==> src/rtl/reg_guard_pkg.sv <==
package reg_guard_pkg;

  localparam int          REG_W      = 32;
  localparam int          KEY_W      = 24;
  localparam int          VIOL_SRC_W = 8;
  localparam logic [KEY_W-1:0] GUARD_KEY = 24'h515350;

  // True when the upper field of a mode write carries the unlock key.
  function automatic logic key_matches(input logic [KEY_W-1:0] key_field);
    return key_field == GUARD_KEY;
  endfunction

  // Mode register image: arm bit at 0, key field reads as zero.
  function automatic logic [REG_W-1:0] pack_mode(input logic armed);
    return {{(REG_W-1){1'b0}}, armed};
  endfunction

  // Status register image: flag at bit 0, source at bits 15:8.
  function automatic logic [REG_W-1:0] pack_status(input logic flag,
                                                   input logic [VIOL_SRC_W-1:0] src);
    return {{(REG_W-16){1'b0}}, src, 7'b0, flag};
  endfunction

endpackage

==> src/rtl/guard_match.sv <==
module guard_match #(
  parameter int ADDR_W = 12,
  parameter int N_PROT = 4,
  parameter logic [N_PROT*ADDR_W-1:0] PROT_LIST = '0
) (
  input  logic [ADDR_W-1:0] addr,
  output logic              hit
);

  logic [N_PROT-1:0] hit_vec;

  for (genvar i = 0; i < N_PROT; i++) begin : g_cmp
    assign hit_vec[i] = (addr == PROT_LIST[i*ADDR_W +: ADDR_W]);
  end

  assign hit = |hit_vec;

endmodule

==> src/rtl/guard_mode.sv <==
module guard_mode
  import reg_guard_pkg::*;
(
  input  logic             clk,
  input  logic             rst_n,
  input  logic             mode_wr,
  input  logic [KEY_W-1:0] key_in,
  input  logic             arm_in,
  output logic             armed,
  output logic             key_accept
);

  assign key_accept = mode_wr && key_matches(key_in);

  always_ff @(posedge clk or negedge rst_n) begin
    if (!rst_n)          armed <= 1'b0;
    else if (key_accept) armed <= arm_in;
  end

endmodule

==> src/rtl/guard_status.sv <==
module guard_status #(
  parameter int SRC_W = 8
) (
  input  logic             clk,
  input  logic             rst_n,
  input  logic             blocked,
  input  logic [SRC_W-1:0] src_in,
  input  logic             clr,
  output logic             flag,
  output logic [SRC_W-1:0] src
);

  // A new violation outranks a clearing read in the same cycle.
  always_ff @(posedge clk or negedge rst_n) begin
    if (!rst_n) begin
      flag <= 1'b0;
      src  <= '0;
    end else if (blocked) begin
      flag <= 1'b1;
      src  <= src_in;
    end else if (clr) begin
      flag <= 1'b0;
      src  <= '0;
    end
  end

endmodule

==> src/rtl/reg_write_guard.sv <==
module reg_write_guard
  import reg_guard_pkg::*;
#(
  parameter int ADDR_W = 12,
  parameter int N_PROT = 4,
  parameter logic [N_PROT*ADDR_W-1:0] PROT_LIST = {12'h1A0, 12'h038, 12'h020, 12'h004},
  parameter logic [ADDR_W-1:0] MODE_OFS = 12'h0E4,
  parameter logic [ADDR_W-1:0] STAT_OFS = 12'h0E8
) (
  input  logic                  clk,
  input  logic                  rst_n,
  input  logic                  wr_en,
  input  logic [ADDR_W-1:0]     wr_addr,
  input  logic [REG_W-1:0]      wr_data,
  input  logic                  rd_en,
  input  logic [ADDR_W-1:0]     rd_addr,
  output logic [REG_W-1:0]      rd_data,
  output logic                  cfg_we,
  output logic [ADDR_W-1:0]     cfg_addr,
  output logic [REG_W-1:0]      cfg_wdata,
  output logic                  wr_guarded,
  output logic                  prot_on,
  output logic                  viol_flag,
  output logic [VIOL_SRC_W-1:0] viol_src
);

  // Named internal events, also watched by the checker.
  logic mode_wr;
  logic stat_wr;
  logic own_wr;
  logic wr_blocked;
  logic stat_rd;
  logic key_accept;

  assign mode_wr    = wr_en && (wr_addr == MODE_OFS);
  assign stat_wr    = wr_en && (wr_addr == STAT_OFS);
  assign own_wr     = mode_wr || stat_wr;
  assign stat_rd    = rd_en && (rd_addr == STAT_OFS);
  assign wr_blocked = wr_en && prot_on && wr_guarded && !own_wr;

  guard_match #(
    .ADDR_W   (ADDR_W),
    .N_PROT   (N_PROT),
    .PROT_LIST(PROT_LIST)
  ) u_match (
    .addr(wr_addr),
    .hit (wr_guarded)
  );

  guard_mode u_mode (
    .clk       (clk),
    .rst_n     (rst_n),
    .mode_wr   (mode_wr),
    .key_in    (wr_data[REG_W-1 -: KEY_W]),
    .arm_in    (wr_data[0]),
    .armed     (prot_on),
    .key_accept(key_accept)
  );

  guard_status #(.SRC_W(VIOL_SRC_W)) u_status (
    .clk    (clk),
    .rst_n  (rst_n),
    .blocked(wr_blocked),
    .src_in (wr_addr[VIOL_SRC_W-1:0]),
    .clr    (stat_rd),
    .flag   (viol_flag),
    .src    (viol_src)
  );

  assign cfg_we    = wr_en && !own_wr && !wr_blocked;
  assign cfg_addr  = wr_addr;
  assign cfg_wdata = wr_data;

  always_comb begin
    rd_data = '0;
    if (rd_en) begin
      if (rd_addr == MODE_OFS)      rd_data = pack_mode(prot_on);
      else if (rd_addr == STAT_OFS) rd_data = pack_status(viol_flag, viol_src);
    end
  end

endmodule

==> config.mk <==
export PLATFORM = sky130hd
export DESIGN_NAME = reg_write_guard
export DESIGN_NICKNAME = d
export VERILOG_FILES = /design/src/rtl/reg_guard_pkg.sv /design/src/rtl/guard_match.sv /design/src/rtl/guard_mode.sv /design/src/rtl/guard_status.sv /design/src/rtl/reg_write_guard.sv
export SDC_FILE = /design/constraint.sdc
export NUM_CORES = 1
export LEC_CHECK = 0
export BUFFER_PORTS_ARGS = -buffer_cell sky130_fd_sc_hd__buf_4
export CAP_MARGIN = 20
export CORE_MARGIN = 2
export CORE_UTILIZATION = 30
export CTS_BUF_LIST = sky130_fd_sc_hd__clkbuf_4 sky130_fd_sc_hd__clkbuf_8 sky130_fd_sc_hd__clkbuf_16
export DETAILED_ROUTE_END_ITERATION = 6
export PLACE_DENSITY = 0.78
export SLEW_MARGIN = 0
export SYNTH_ARGS = -nofsm -noshare
export SYNTH_HDL_FRONTEND = slang
export SYNTH_SLANG_ARGS = --single-unit
==> constraint.sdc <==
create_clock -name clk -period 1.1 [get_ports clk]
set_input_delay 0.11 -clock clk [delete_from_list [all_inputs] [get_ports clk]]
set_output_delay 0.11 -clock clk [all_outputs]
set_load 0.03 [all_outputs]
# After elaboration in Yosys (flattened, before gate mapping)
# Cells that the tools add are included.
dict set report op_classes {
  mux 7
  n_eq_ne 9
  n_reduce_logical 14
}
# op count
set ops {}
lappend ops {{equality test 12 x 8 -> 1 bit, second input constant} 4}
lappend ops {{2-to-1 mux 16 bit} 3}
lappend ops {{equality test 12 x 6 -> 1 bit, second input constant} 2}
lappend ops {{equality test 24 x 23 -> 1 bit, second input constant} 1}
lappend ops {{2-to-1 mux 8 bit} 2}
lappend ops {{equality test 12 x 3 -> 1 bit, second input constant} 1}
lappend ops {{equality test 12 x 9 -> 1 bit, second input constant} 1}
lappend ops {{logical AND 1 bit} 9}
lappend ops {{OR reduction 4 bit} 1}
lappend ops {{zero test 1 bit} 2}
lappend ops {{2-to-1 mux 1 bit} 2}
lappend ops {{nonzero test 2 bit} 1}
lappend ops {{logical OR 1 bit} 1}
dict set report totals {
  wordCells 33
  register_bits 10
  output_inout_bits 88
}

# Depth between registers and ports, before layout
# Gate-level depths: netlist of run 1.
dict set report depth {
  ltp_word 7
  depth_mapped 5
}

# Hierarchy
# A second synthesis of run 1 with hierarchy kept.
dict set report hier_totals {
  hier_cells 141
  hier_area_um2 1255.0
}
# module instances cells_per_inst area_each_um2
set by_module_without_submodules {}
lappend by_module_without_submodules {reg_write_guard 1 97 714.4}
lappend by_module_without_submodules {guard_status 1 21 339.1}
lappend by_module_without_submodules {guard_mode 1 12 117.6}
lappend by_module_without_submodules {guard_match 1 11 83.8}

# Worst setup path before layout of run 1
# No wires, ideal clock.
dict set report synth_path {
  path_kind {input to output}
  startpoint {in wr_addr[3]}
  endpoint {out cfg_we}
  t_arrival_ns 2.167
  path_buffers 0
  path_slack_ns -1.177
  stages 4
  path_cell_list {nor4b_1 a22oi_1 nor4b_1 a21oi_1}
}
dict set report synth_via {
  elab_cells_between_ends 16
  classes_between {6 x eq/ne; 10 x reduce/logical}
}
# element line_no
set synth_lines {}
lappend synth_lines {{from (decl)} reg_write_guard.sv:13} ;# input logic [ADDR_W-1:0] wr_addr,
lappend synth_lines {{equality test 12 x 3 -> 1 bit (tied with other cells)} guard_match.sv:13} ;# assign hit_vec[i] = (addr == PROT_LIST[i*ADDR_W +: ADDR_W]);
lappend synth_lines {{OR reduction 4 bit *} guard_match.sv:16} ;# assign hit = |hit_vec;
lappend synth_lines {{net wr_guarded} reg_write_guard.sv:21} ;# output logic wr_guarded,
lappend synth_lines {{logical AND 1 bit * (2 in series)} reg_write_guard.sv:39} ;# assign wr_blocked = wr_en && prot_on && wr_guarded && !own_wr;
lappend synth_lines {{zero test 1 bit *} reg_write_guard.sv:70} ;# assign cfg_we = wr_en && !own_wr && !wr_blocked;
lappend synth_lines {{logical AND 1 bit *} reg_write_guard.sv:70}
lappend synth_lines {{to (decl)} reg_write_guard.sv:18} ;# output logic cfg_we,
# The timed path passes the listed nets; every way through them passes the cells marked *.

# Worst setup path after layout of run 1
dict set report layout_path {
  startpoint {in wr_addr[2]}
  endpoint {out cfg_we}
}
dict set report layout_via {
  elab_chain_len 7
  elab_cells_between_ends 16
  classes_between {6 x eq/ne; 10 x reduce/logical}
}
# element line_no
set layout_lines {}
lappend layout_lines {{equality test 12 x 8 -> 1 bit (on tied branches)} {reg_write_guard.sv:35, reg_write_guard.sv:36}}
lappend layout_lines {{logical AND 1 bit (on tied branches)} {reg_write_guard.sv:35, reg_write_guard.sv:36}}
lappend layout_lines {{logical OR 1 bit} reg_write_guard.sv:37} ;# assign own_wr = mode_wr || stat_wr;
lappend layout_lines {{zero test 1 bit} {reg_write_guard.sv:39, reg_write_guard.sv:70}}
lappend layout_lines {{logical AND 1 bit} reg_write_guard.sv:39}
lappend layout_lines {{zero test 1 bit} reg_write_guard.sv:70}
lappend layout_lines {{logical AND 1 bit *} reg_write_guard.sv:70}
# Every way passes the cells marked *; elsewhere a longest branch is shown, timed or not.

==> results.sh, run 1 <==
export IMPL_die_h_um=67.1
export IMPL_period_minus_slack_ns=1.45
export IMPL_die_x_um=67.1
export IMPL_drv_slew=0
export IMPL_antenna_found_initial=0
export IMPL_initial_utilization_pct=31.9
export IMPL_critPathTopFamily="buffers and inverters"
export IMPL_dieArea_um2=4500
export IMPL_grt_pass1_vias=1204
export IMPL_vias_per_cell=4.24
export IMPL_rsz0062_at_grt="yes"
export IMPL_ioPinCount=148
export IMPL_ir_drop_mv=0.311
export IMPL_cp_arrival_ns=1.34
export IMPL_n_antenna_cell=0
export IMPL_track_usage_pct=14.2
export IMPL_skew_ns=0.000994
export IMPL_whs_ns=0.131
export IMPL_overflow=0
export IMPL_grt_pass1_wl_mm=5.03
export IMPL_crit_path_end_kind="primary output"
export IMPL_yosysTopAreaCellShare_pct=42.1
export IMPL_setup_viol=22
export IMPL_yosys_warnings=0
export IMPL_wl_mm=3.42
export IMPL_ys_seq_area_share_pct=20.9
export IMPL_clk_pin_slew_ns=0.04
export IMPL_cap_violations=0
export IMPL_ctsLongestPathBuffers=2
export IMPL_synth_ff_type="dfrtp_1"
export IMPL_cts_made_buffers=3
export IMPL_areaGrowthSynthToFinish_pct=87.6
export IMPL_ys_types=28
export IMPL_fillCellCount=358
export IMPL_cts_root_buf="clkbuf_8"
export IMPL_grt_max_degree=11
export IMPL_path_cells="buf_12 -> xnor2_2 -> o31a_1 -> buf_6 -> nor4b_4 -> a21oi_4 -> buf_6"
export IMPL_cp_max_fo=5
export IMPL_hpwl_mm=2.93
export IMPL_nNetsFinal=304
export IMPL_critical_path_buf_inv_count=3
export IMPL_r2r_setup_slack_ns=-0.23
export IMPL_hp_class="in -> reg"
export IMPL_cpMaxStageDelayCell="nor4b_4"
export IMPL_syn_area_um2=1190
export IMPL_async_reset_ff_share_pct=100
export IMPL_fp_row_count=22
export IMPL_finalNonFillerCells=291
export IMPL_path_class="in -> out"
export IMPL_ys_ff_latch=10
export IMPL_firstDrtPassIters=4
export IMPL_syn_instance_count=143
export IMPL_vias=1234
export IMPL_leakagePower_nw=1.22
export IMPL_fin_crit_sh_pct=131
export IMPL_core_area_um2=3740
export IMPL_clk_latency_ns=0.23
export IMPL_gp_congestion=0.701
export IMPL_htree_num_levels=1
export IMPL_cts_tree="yes"
export IMPL_required_ns=0.99
export IMPL_portBuffers=110
export IMPL_drtIter0Drc=15
export IMPL_power_density_nw_per_um2=685
export IMPL_yosys_top_cells_count="buf_4 (67), dfrtp_1 (10), and2_1 (8), nand2_1 (8)"
export IMPL_ant_nets=0
export IMPL_critPathMostFrequentCell="buf_6"
export IMPL_synth_edff_count=0
export IMPL_synth_most_common_cell="buf_4"
export IMPL_cts_sinks=10
export IMPL_fmax_mhz=692
export IMPL_setup_tns_ns=-4.23
export IMPL_yosysTopAreaCell="buf_4"
export IMPL_fin_ws_ns=-0.346
export IMPL_drcViolationCount=0
export IMPL_dpl_cell_count=282
export IMPL_outcome="finished with violations"
export IMPL_drive_gt1_share_pct=71.2
export IMPL_violations="negative setup slack"
export IMPL_hold_viol_final=0
export IMPL_power_total_mw=1.54
export IMPL_critPathLaunchType="input pin"
export IMPL_avgSynthCellArea_um2=8.36
export IMPL_critPathMaxStageDelay_ns=0.36
export IMPL_synthTopCellsByArea="buf_4 (42%), dfrtp_1 (21%), and2_1 (4.2%)"
export IMPL_avgRoutedWirePerCell_um=11.7
[worst register-to-register path, delay by kind of cell (launching register included)]
| kind | cells | cell delay, ns |
|---|---|---|
| flops | 1 | 0.36 |
| simple gates | 3 | 0.86 |
[report_power, final]
part           leakage [nW]    switching (mW)  internal (mW)
Combinational          1.06             0.394          0.332
Clock                0.0288             0.127          0.313
Sequential            0.138  0.00000000000885          0.369
[final cells by class]
class,count,area [um2],area share [%]
timing repair buffer,142,1190,53.0
multi-input combinational,83,673,30.0
clock buffer,4,55.1,2.46
inverter,4,15.0,0.670
sequential,10,251,11.2
tap,48,60.1,2.68
[metal layers]
metal | global-route usage, % | up-vias | part of all wire, %
met1 | 15.1 | 562 | 33
met4 | 2.55 | 0 | 0.18
met5 | 0 | - | 0
met2 | 28.8 | 78 | 56
met3 | 2.53 | 2 | 11
li1 | - | 592 | -
[final timing paths]
check	endpoint	depth (start not counted)	from
min in group asynchronous	u_status.src[0]	2	rst_n
max in group asynchronous	u_mode.armed	2	rst_n
max reg2reg	u_status.src[6]	3	u_mode.armed
max	cfg_we	7	wr_addr[2]
min	u_mode.armed	2	wr_data[0]
min reg2reg	u_status.flag	2	u_status.flag
[cells in the final DEF, fill, tap and decap left out, types with 2 or more instances in the layout]
cell	instances
buf_4	116
conb_1	23
buf_6	21
dfrtp_1	9
and2_4	8
nand2_1	7
mux2i_1	5
inv_1	4
clkbuf_8	4
nand4_1	3
and3_1	3
nor4bb_4	2
nor2_2	2
nor4b_4	2
nand4b_1	2
nor4b_2	2
buf_12	2
buf_8	2
[stage by stage]
| step | cell area, um2 | setup WS (ns) | utilization [%] |
|---|---|---|---|
| after floorplan | 1410 | -0.269 | - |
| after global placement | 1980 | -0.433 | 52.9 |
| after detailed placement | 1980 | -0.462 | 52.9 |
| after CTS | 2200 | -0.373 | 58.7 |
| after global routing | 2240 | -0.398 | 59.9 |
| final | 2240 | -0.346 | 59.9 |
[registers in the layout (all words and copies together) (netlist names)]
| register | cells |
|---|---|
| u_mode.armed | 1 |
| u_status.src | 8 |
| u_status.flag | 1 |
[logic make-up (layout without fill, tap and decap cells)]
| logic type | Yosys count | in the layout | share of synthesized area (%) |
|---|---|---|---|
| multiplexers | 6 | 6 | 5.13 |
| AO/OA/AOI/OAI | 5 | 5 | 2.62 |
| AND/OR/NAND/NOR | 47 | 47 | 25.2 |
| XOR/XNOR | 2 | 2 | 1.47 |
| buffers and inverters | 72 | 150 | 44.3 |
| flip-flops | 10 | 10 | 20.9 |
| other | 1 | 23 | 0.314 |
[repair_timing]
item	4_1_cts	5_1_grt
hold buffers	1	0
pin swaps	9	8
setup endpoints to repair	21	22
endpoints found under the hold margin	10	0
buffers inserted	3	1
resized for setup	29	9
No activity file was read; power rests on OpenSTA's default activity.
==> run 2: changes to the inputs <==
Settings changed: CORE_UTILIZATION 30 to 35, PLACE_DENSITY 0.78 to 0.86, REMOVE_ABC_BUFFERS set to 1.
Clock period 1.1 ns to 1.8 ns, I/O delays scaled along.
==> run 2 against run 1 <==
Effect of this change:
- largest power group unchanged
- critical endpoint unchanged
- cell count decreased by 11%
- worst setup slack gained 0.54 ns
- the flow now finishes without violations
- sequential cell count stayed put
==> results.sh, run 2 (synthesis results as in run 1) <==
export IMPL_outcome="complete, no violations"
export IMPL_hpwl_mm=3.06
export IMPL_top_register="u_status.src"
export IMPL_areaGrowthSynthToFinish_pct=42.3
export IMPL_layout_commonest_cell="buf_4"
export IMPL_dieArea_um2=3900
export IMPL_setup_viol=0
export IMPL_overflow=0
export IMPL_cts_tree="yes"
export IMPL_ctsLongestPathBuffers=2
export IMPL_nNetsFinal=275
export IMPL_power_density_nw_per_um2=440
export IMPL_cp_arrival_ns=1.43
export IMPL_skew_ns=0.000911
export IMPL_grt_pass1_vias=1123
export IMPL_clk_latency_ns=0.26
export IMPL_leakagePower_nw=0.971
export IMPL_cap_violations=0
export IMPL_drtIter0Drc=18
export IMPL_post_cts_buffers=0
export IMPL_finish_utilization_pct=51.4
export IMPL_initial_utilization_pct=36.1
export IMPL_n_antenna_cell=0
export IMPL_gp_congestion=0.808
export IMPL_p_int_uw=447
export IMPL_power_switching_uw=301
export IMPL_htree_num_levels=1
export IMPL_grt_max_degree=11
export IMPL_required_ns=1.62
export IMPL_period_minus_slack_ns=1.61
export IMPL_seq_power_share_pct=30.0
export IMPL_final_cell_mix="buf_4 (112), conb_1 (23), dfrtp_1 (10)"
export IMPL_core_area_um2=3310
export IMPL_vias=1145
export IMPL_avgRoutedWirePerCell_um=13.8
export IMPL_die_h_um=62.4
export IMPL_cts_made_buffers=3
export IMPL_ioPinCount=148
export IMPL_reg_largest_list="u_status.src x8, u_mode.armed x1, u_status.flag x1"
export IMPL_fp_row_count=21
export IMPL_p_sw_share_pct=40.3
export IMPL_finalNonFillerCells=259
export IMPL_drive_gt1_share_pct=54.9
export IMPL_firstDrtPassIters=4
export IMPL_die_x_um=62.4
export IMPL_r2r_setup_slack_ns=0.43
export IMPL_largest_reg_flops=8
export IMPL_drcViolationCount=0
export IMPL_wl_mm=3.58
export IMPL_portBuffers=110
export IMPL_ir_drop_mv=0.178
export IMPL_fin_crit_sh_pct=89.4
export IMPL_critPathLaunchType="input pin"
export IMPL_cp_max_fo=7
export IMPL_power_frac_comb_pct=49.3
export IMPL_path_class="in -> out"
export IMPL_cts_root_buf="clkbuf_4"
export IMPL_ant_nets=0
export IMPL_track_usage_pct=17.5
export IMPL_clkPwrFrac_pct=20.6
export IMPL_antenna_found_initial=0
export IMPL_rsz0062_at_grt="no"
export IMPL_crit_path_end_kind="primary output"
export IMPL_dpl_cell_count=255
export IMPL_grt_pass1_wl_mm=5.38
export IMPL_fmax_mhz=622
export IMPL_cts_sinks=10
export IMPL_drv_slew=0
export IMPL_hold_viol_final=0
export IMPL_hp_class="in -> reg"
export IMPL_vias_per_cell=4.42
export IMPL_clk_pin_slew_ns=0.06
==> run 2: cell count changes in the layout (fill, tap and decap cells not counted), moves of 4 or more <==
cell and change:
buf_6 -21, and2_1 +8, and2_4 -8, buf_4 -4, clkbuf_8 -4
==> run 2: stage by stage <==
stage	setup slack, ns	hold slack, ns	cell area, um2	total power [mW]	setup TNS (ns)
2_1_floorplan	-0.617	-0.116	763	0.317	-0.727
3_3_place_gp	0.0410	0.00991	1660	0.593	0
3_5_place_dp	0.0454	0.0149	1660	0.594	0
4_1_cts	0.111	0.160	1690	0.750	0
5_1_grt	0.0575	0.163	1700	0.782	0
6_report	0.192	0.159	1700	0.748	0
==> run 2: timing repair <==
item,4_1_cts,5_1_grt
hold buffers,1,0
setup endpoints to repair,0,1
endpoints found under the hold margin,10,0
gates resized for setup,0,1
==> run 2: final cells by class <==
cell class | instances | area, um2
Fill cell | 344 | 1610
Timing Repair Buffer | 113 | 851
Multi-Input combinational cell | 83 | 504
Sequential cell | 10 | 250
Tap cell | 46 | 57.6
Clock buffer | 3 | 22.5
Inverter | 4 | 15.0
==> run 2: layer usage <==
| layer | up-vias | track usage (%) | part of all wire (%) |
|---|---|---|---|
| met3 | 5 | 5.59 | 11 |
| met4 | 0 | 5.00 | 0.78 |
| li1 | 531 | - | - |
| met2 | 96 | 31.3 | 52 |
| met5 | - | 0 | 0 |
| met1 | 513 | 19.8 | 37 |
==> run 2: path summary, 6_finish.rpt <==
check,start,cells past startpoint,to
worst max-delay path,wr_addr[3],6,cfg_we
worst min-delay path,wr_data[0],2,u_mode.armed
worst max register to register,u_mode.armed,3,u_status.src[1]
worst min register to register,u_status.src[6],1,u_status.src[6]
max in group asynchronous,rst_n,2,u_status.src[7]
min in group asynchronous,rst_n,2,u_status.src[6]
==> run 2: power by group through the flow <==
stage | Clock, mW | Combinational (mW) | Sequential [mW]
3_5_place_dp | 0 | 0.365 | 0.229
5_1_grt | 0.169 | 0.388 | 0.224
3_3_place_gp | 0 | 0.364 | 0.229
4_1_cts | 0.157 | 0.368 | 0.225
6_report | 0.154 | 0.369 | 0.225
2_1_floorplan | 0 | 0.0884 | 0.229
==> run 2: critical path: stages <==
cell and delay, ns:
buf_4 0.14, nor4b_1 0.31, a22oi_1 0.16, nor4b_2 0.34
a21oi_1 0.12, buf_4 0.18
==> run 3: changes to the inputs <==
Settings changed: CTS_CLUSTER_DIAMETER set to 60, PLACE_DENSITY 0.86 to 0.87.
==> run 3 against run 2 <==
Effect of this change:
- clock skew grew 0.0055 ns
- highest routed layer unchanged
- hold slack lost 0.0015 ns
- largest power group unchanged
- design area grew 0.81%
- routed wire length is essentially flat
- sequential power is essentially flat
- worst setup slack lost 0.021 ns
==> results.sh, run 3 (synthesis results as in run 1) <==
export IMPL_outcome="complete, no violations"
export IMPL_drv_slew=0
export IMPL_core_area_um2=3310
export IMPL_skew_ns=0.00641
export IMPL_clk_pin_slew_ns=0.07
export IMPL_grt_pass1_vias=1072
export IMPL_cp_arrival_ns=1.45
export IMPL_finalNonFillerCells=260
export IMPL_cap_violations=0
export IMPL_crit_path_end_kind="primary output"
export IMPL_cts_root_buf="clkbuf_4"
export IMPL_cts_tree="yes"
export IMPL_r2r_setup_slack_ns=0.38
export IMPL_hold_start="wr_data[0]"
export IMPL_gp_congestion=0.842
export IMPL_wl_mm=3.58
export IMPL_reg_largest_list="u_status.src x8, u_mode.armed x1, u_status.flag x1"
export IMPL_fin_crit_sh_pct=90.5
export IMPL_p_int_uw=492
export IMPL_power_total_uw=792
export IMPL_largest_reg_flops=8
export IMPL_leakagePower_nw=0.978
export IMPL_power_frac_comb_pct=46.5
export IMPL_finish_utilization_pct=51.8
export IMPL_final_cell_mix="buf_4 (112), conb_1 (23), dfrtp_1 (10)"
export IMPL_hpwl_mm=3.15
export IMPL_dieArea_um2=3900
export IMPL_firstDrtPassIters=4
export IMPL_antenna_found_initial=0
export IMPL_n_antenna_cell=0
export IMPL_p_sw_share_pct=37.9
export IMPL_drtIter0Drc=23
export IMPL_rsz0062_at_grt="no"
export IMPL_die_h_um=62.4
export IMPL_ir_drop_mv=0.189
export IMPL_required_ns=1.62
export IMPL_portBuffers=110
export IMPL_layout_commonest_cell="buf_4"
export IMPL_post_cts_buffers=0
export IMPL_clk_latency_ns=0.26
export IMPL_avgRoutedWirePerCell_um=13.8
export IMPL_path_class="in -> out"
export IMPL_cts_sinks=10
export IMPL_htree_num_levels=1
export IMPL_dpl_cell_count=255
export IMPL_vias_per_cell=4.35
export IMPL_critPathLaunchType="input pin"
export IMPL_period_minus_slack_ns=1.63
export IMPL_grt_max_degree=11
export IMPL_drive_gt1_share_pct=55.1
export IMPL_regToRegStartpoint="u_mode.armed"
export IMPL_rr_worst_depth=3
export IMPL_vias=1131
export IMPL_fmax_mhz=614
export IMPL_whs_ns=0.158
export IMPL_seq_power_share_pct=28.4
export IMPL_overflow=0
export IMPL_hp_class="in -> reg"
export IMPL_die_x_um=62.4
export IMPL_power_density_nw_per_um2=462
export IMPL_grt_pass1_wl_mm=5.22
export IMPL_drcViolationCount=0
export IMPL_ioPinCount=148
export IMPL_nNetsFinal=275
export IMPL_hold_viol_final=0
export IMPL_ant_nets=0
export IMPL_fin_ws_ns=0.171
export IMPL_ctsLongestPathBuffers=2
export IMPL_power_switching_uw=300
export IMPL_areaGrowthSynthToFinish_pct=43.5
export IMPL_whs_endpoint="u_mode.armed"
export IMPL_track_usage_pct=17.2
export IMPL_clkPwrFrac_pct=25.1
export IMPL_fp_row_count=21
export IMPL_cp_max_fo=7
export IMPL_initial_utilization_pct=36.1
export IMPL_top_register="u_status.src"
export IMPL_cts_made_buffers=3
export IMPL_r2r_end="u_status.src[1]"
export IMPL_setup_viol=0
export IMPL_hold_depth=2
export IMPL_place_ws_ns=0.0344
## run 3: cell count changes in the layout (fill, tap and decap cells not counted)
cell / before / now
clkbuf_8: 0 / 1
## run 3: power groups by stage
stage          Sequential [mW]  Clock [mW]  Combinational, mW
6_report                 0.225       0.199              0.368
5_1_grt                  0.224       0.217              0.387
4_1_cts                  0.225       0.206              0.369
3_5_place_dp             0.229           0              0.366
3_3_place_gp             0.229           0              0.365
2_1_floorplan            0.229           0             0.0884
## run 3: worst max-delay path: stages
cell and delay (ns):
buf_4 0.14, nor4b_1 0.33, a22oi_1 0.17, nor4b_2 0.33, a21oi_1 0.12, buf_4 0.18
## run 3: cell type report
cell class / instances / area, um2
Clock buffer: 4 / 36.3
Fill cell: 336 / 1600
Inverter: 4 / 15.0
Multi-Input combinational cell: 83 / 504
Sequential cell: 10 / 250
Tap cell: 46 / 57.6
Timing Repair Buffer: 113 / 851
## run 3: worst max path at each step
stage | from | endpoint | slack (ns) | cells after the start
2_1_floorplan | wr_addr[3] | cfg_we | -0.62 | 4
3_3_place_gp | wr_addr[1] | u_status.src[6] | 0.05 | 6
3_5_place_dp | wr_addr[1] | u_status.src[1] | 0.03 | 6
4_1_cts | wr_addr[3] | cfg_we | 0.12 | 6
5_1_grt | wr_addr[3] | cfg_we | 0.05 | 6
6_report | wr_addr[3] | cfg_we | 0.17 | 6
## run 3: stage by stage
step	area, um2	setup TNS, ns
after floorplan	763	-0.727
after global placement	1660	0
after detailed placement	1660	0
after CTS	1710	0
after global routing	1710	0
final	1710	0
## run 3: what timing repair did
action,in CTS,in global routing
hold buffers,1,0
gates resized for setup,0,1
setup endpoints to repair,0,1
endpoints found under the hold margin,10,0
## run 3: metal layers
layer  part of all wire, %  track usage [%]  vias to the layer above
li1                      -                -                      540
met1                    37             21.0                      498
met2                    51             28.4                       91
met3                    11             5.59                        2
met4                  0.61             5.83                        0
met5                     0                0                        -
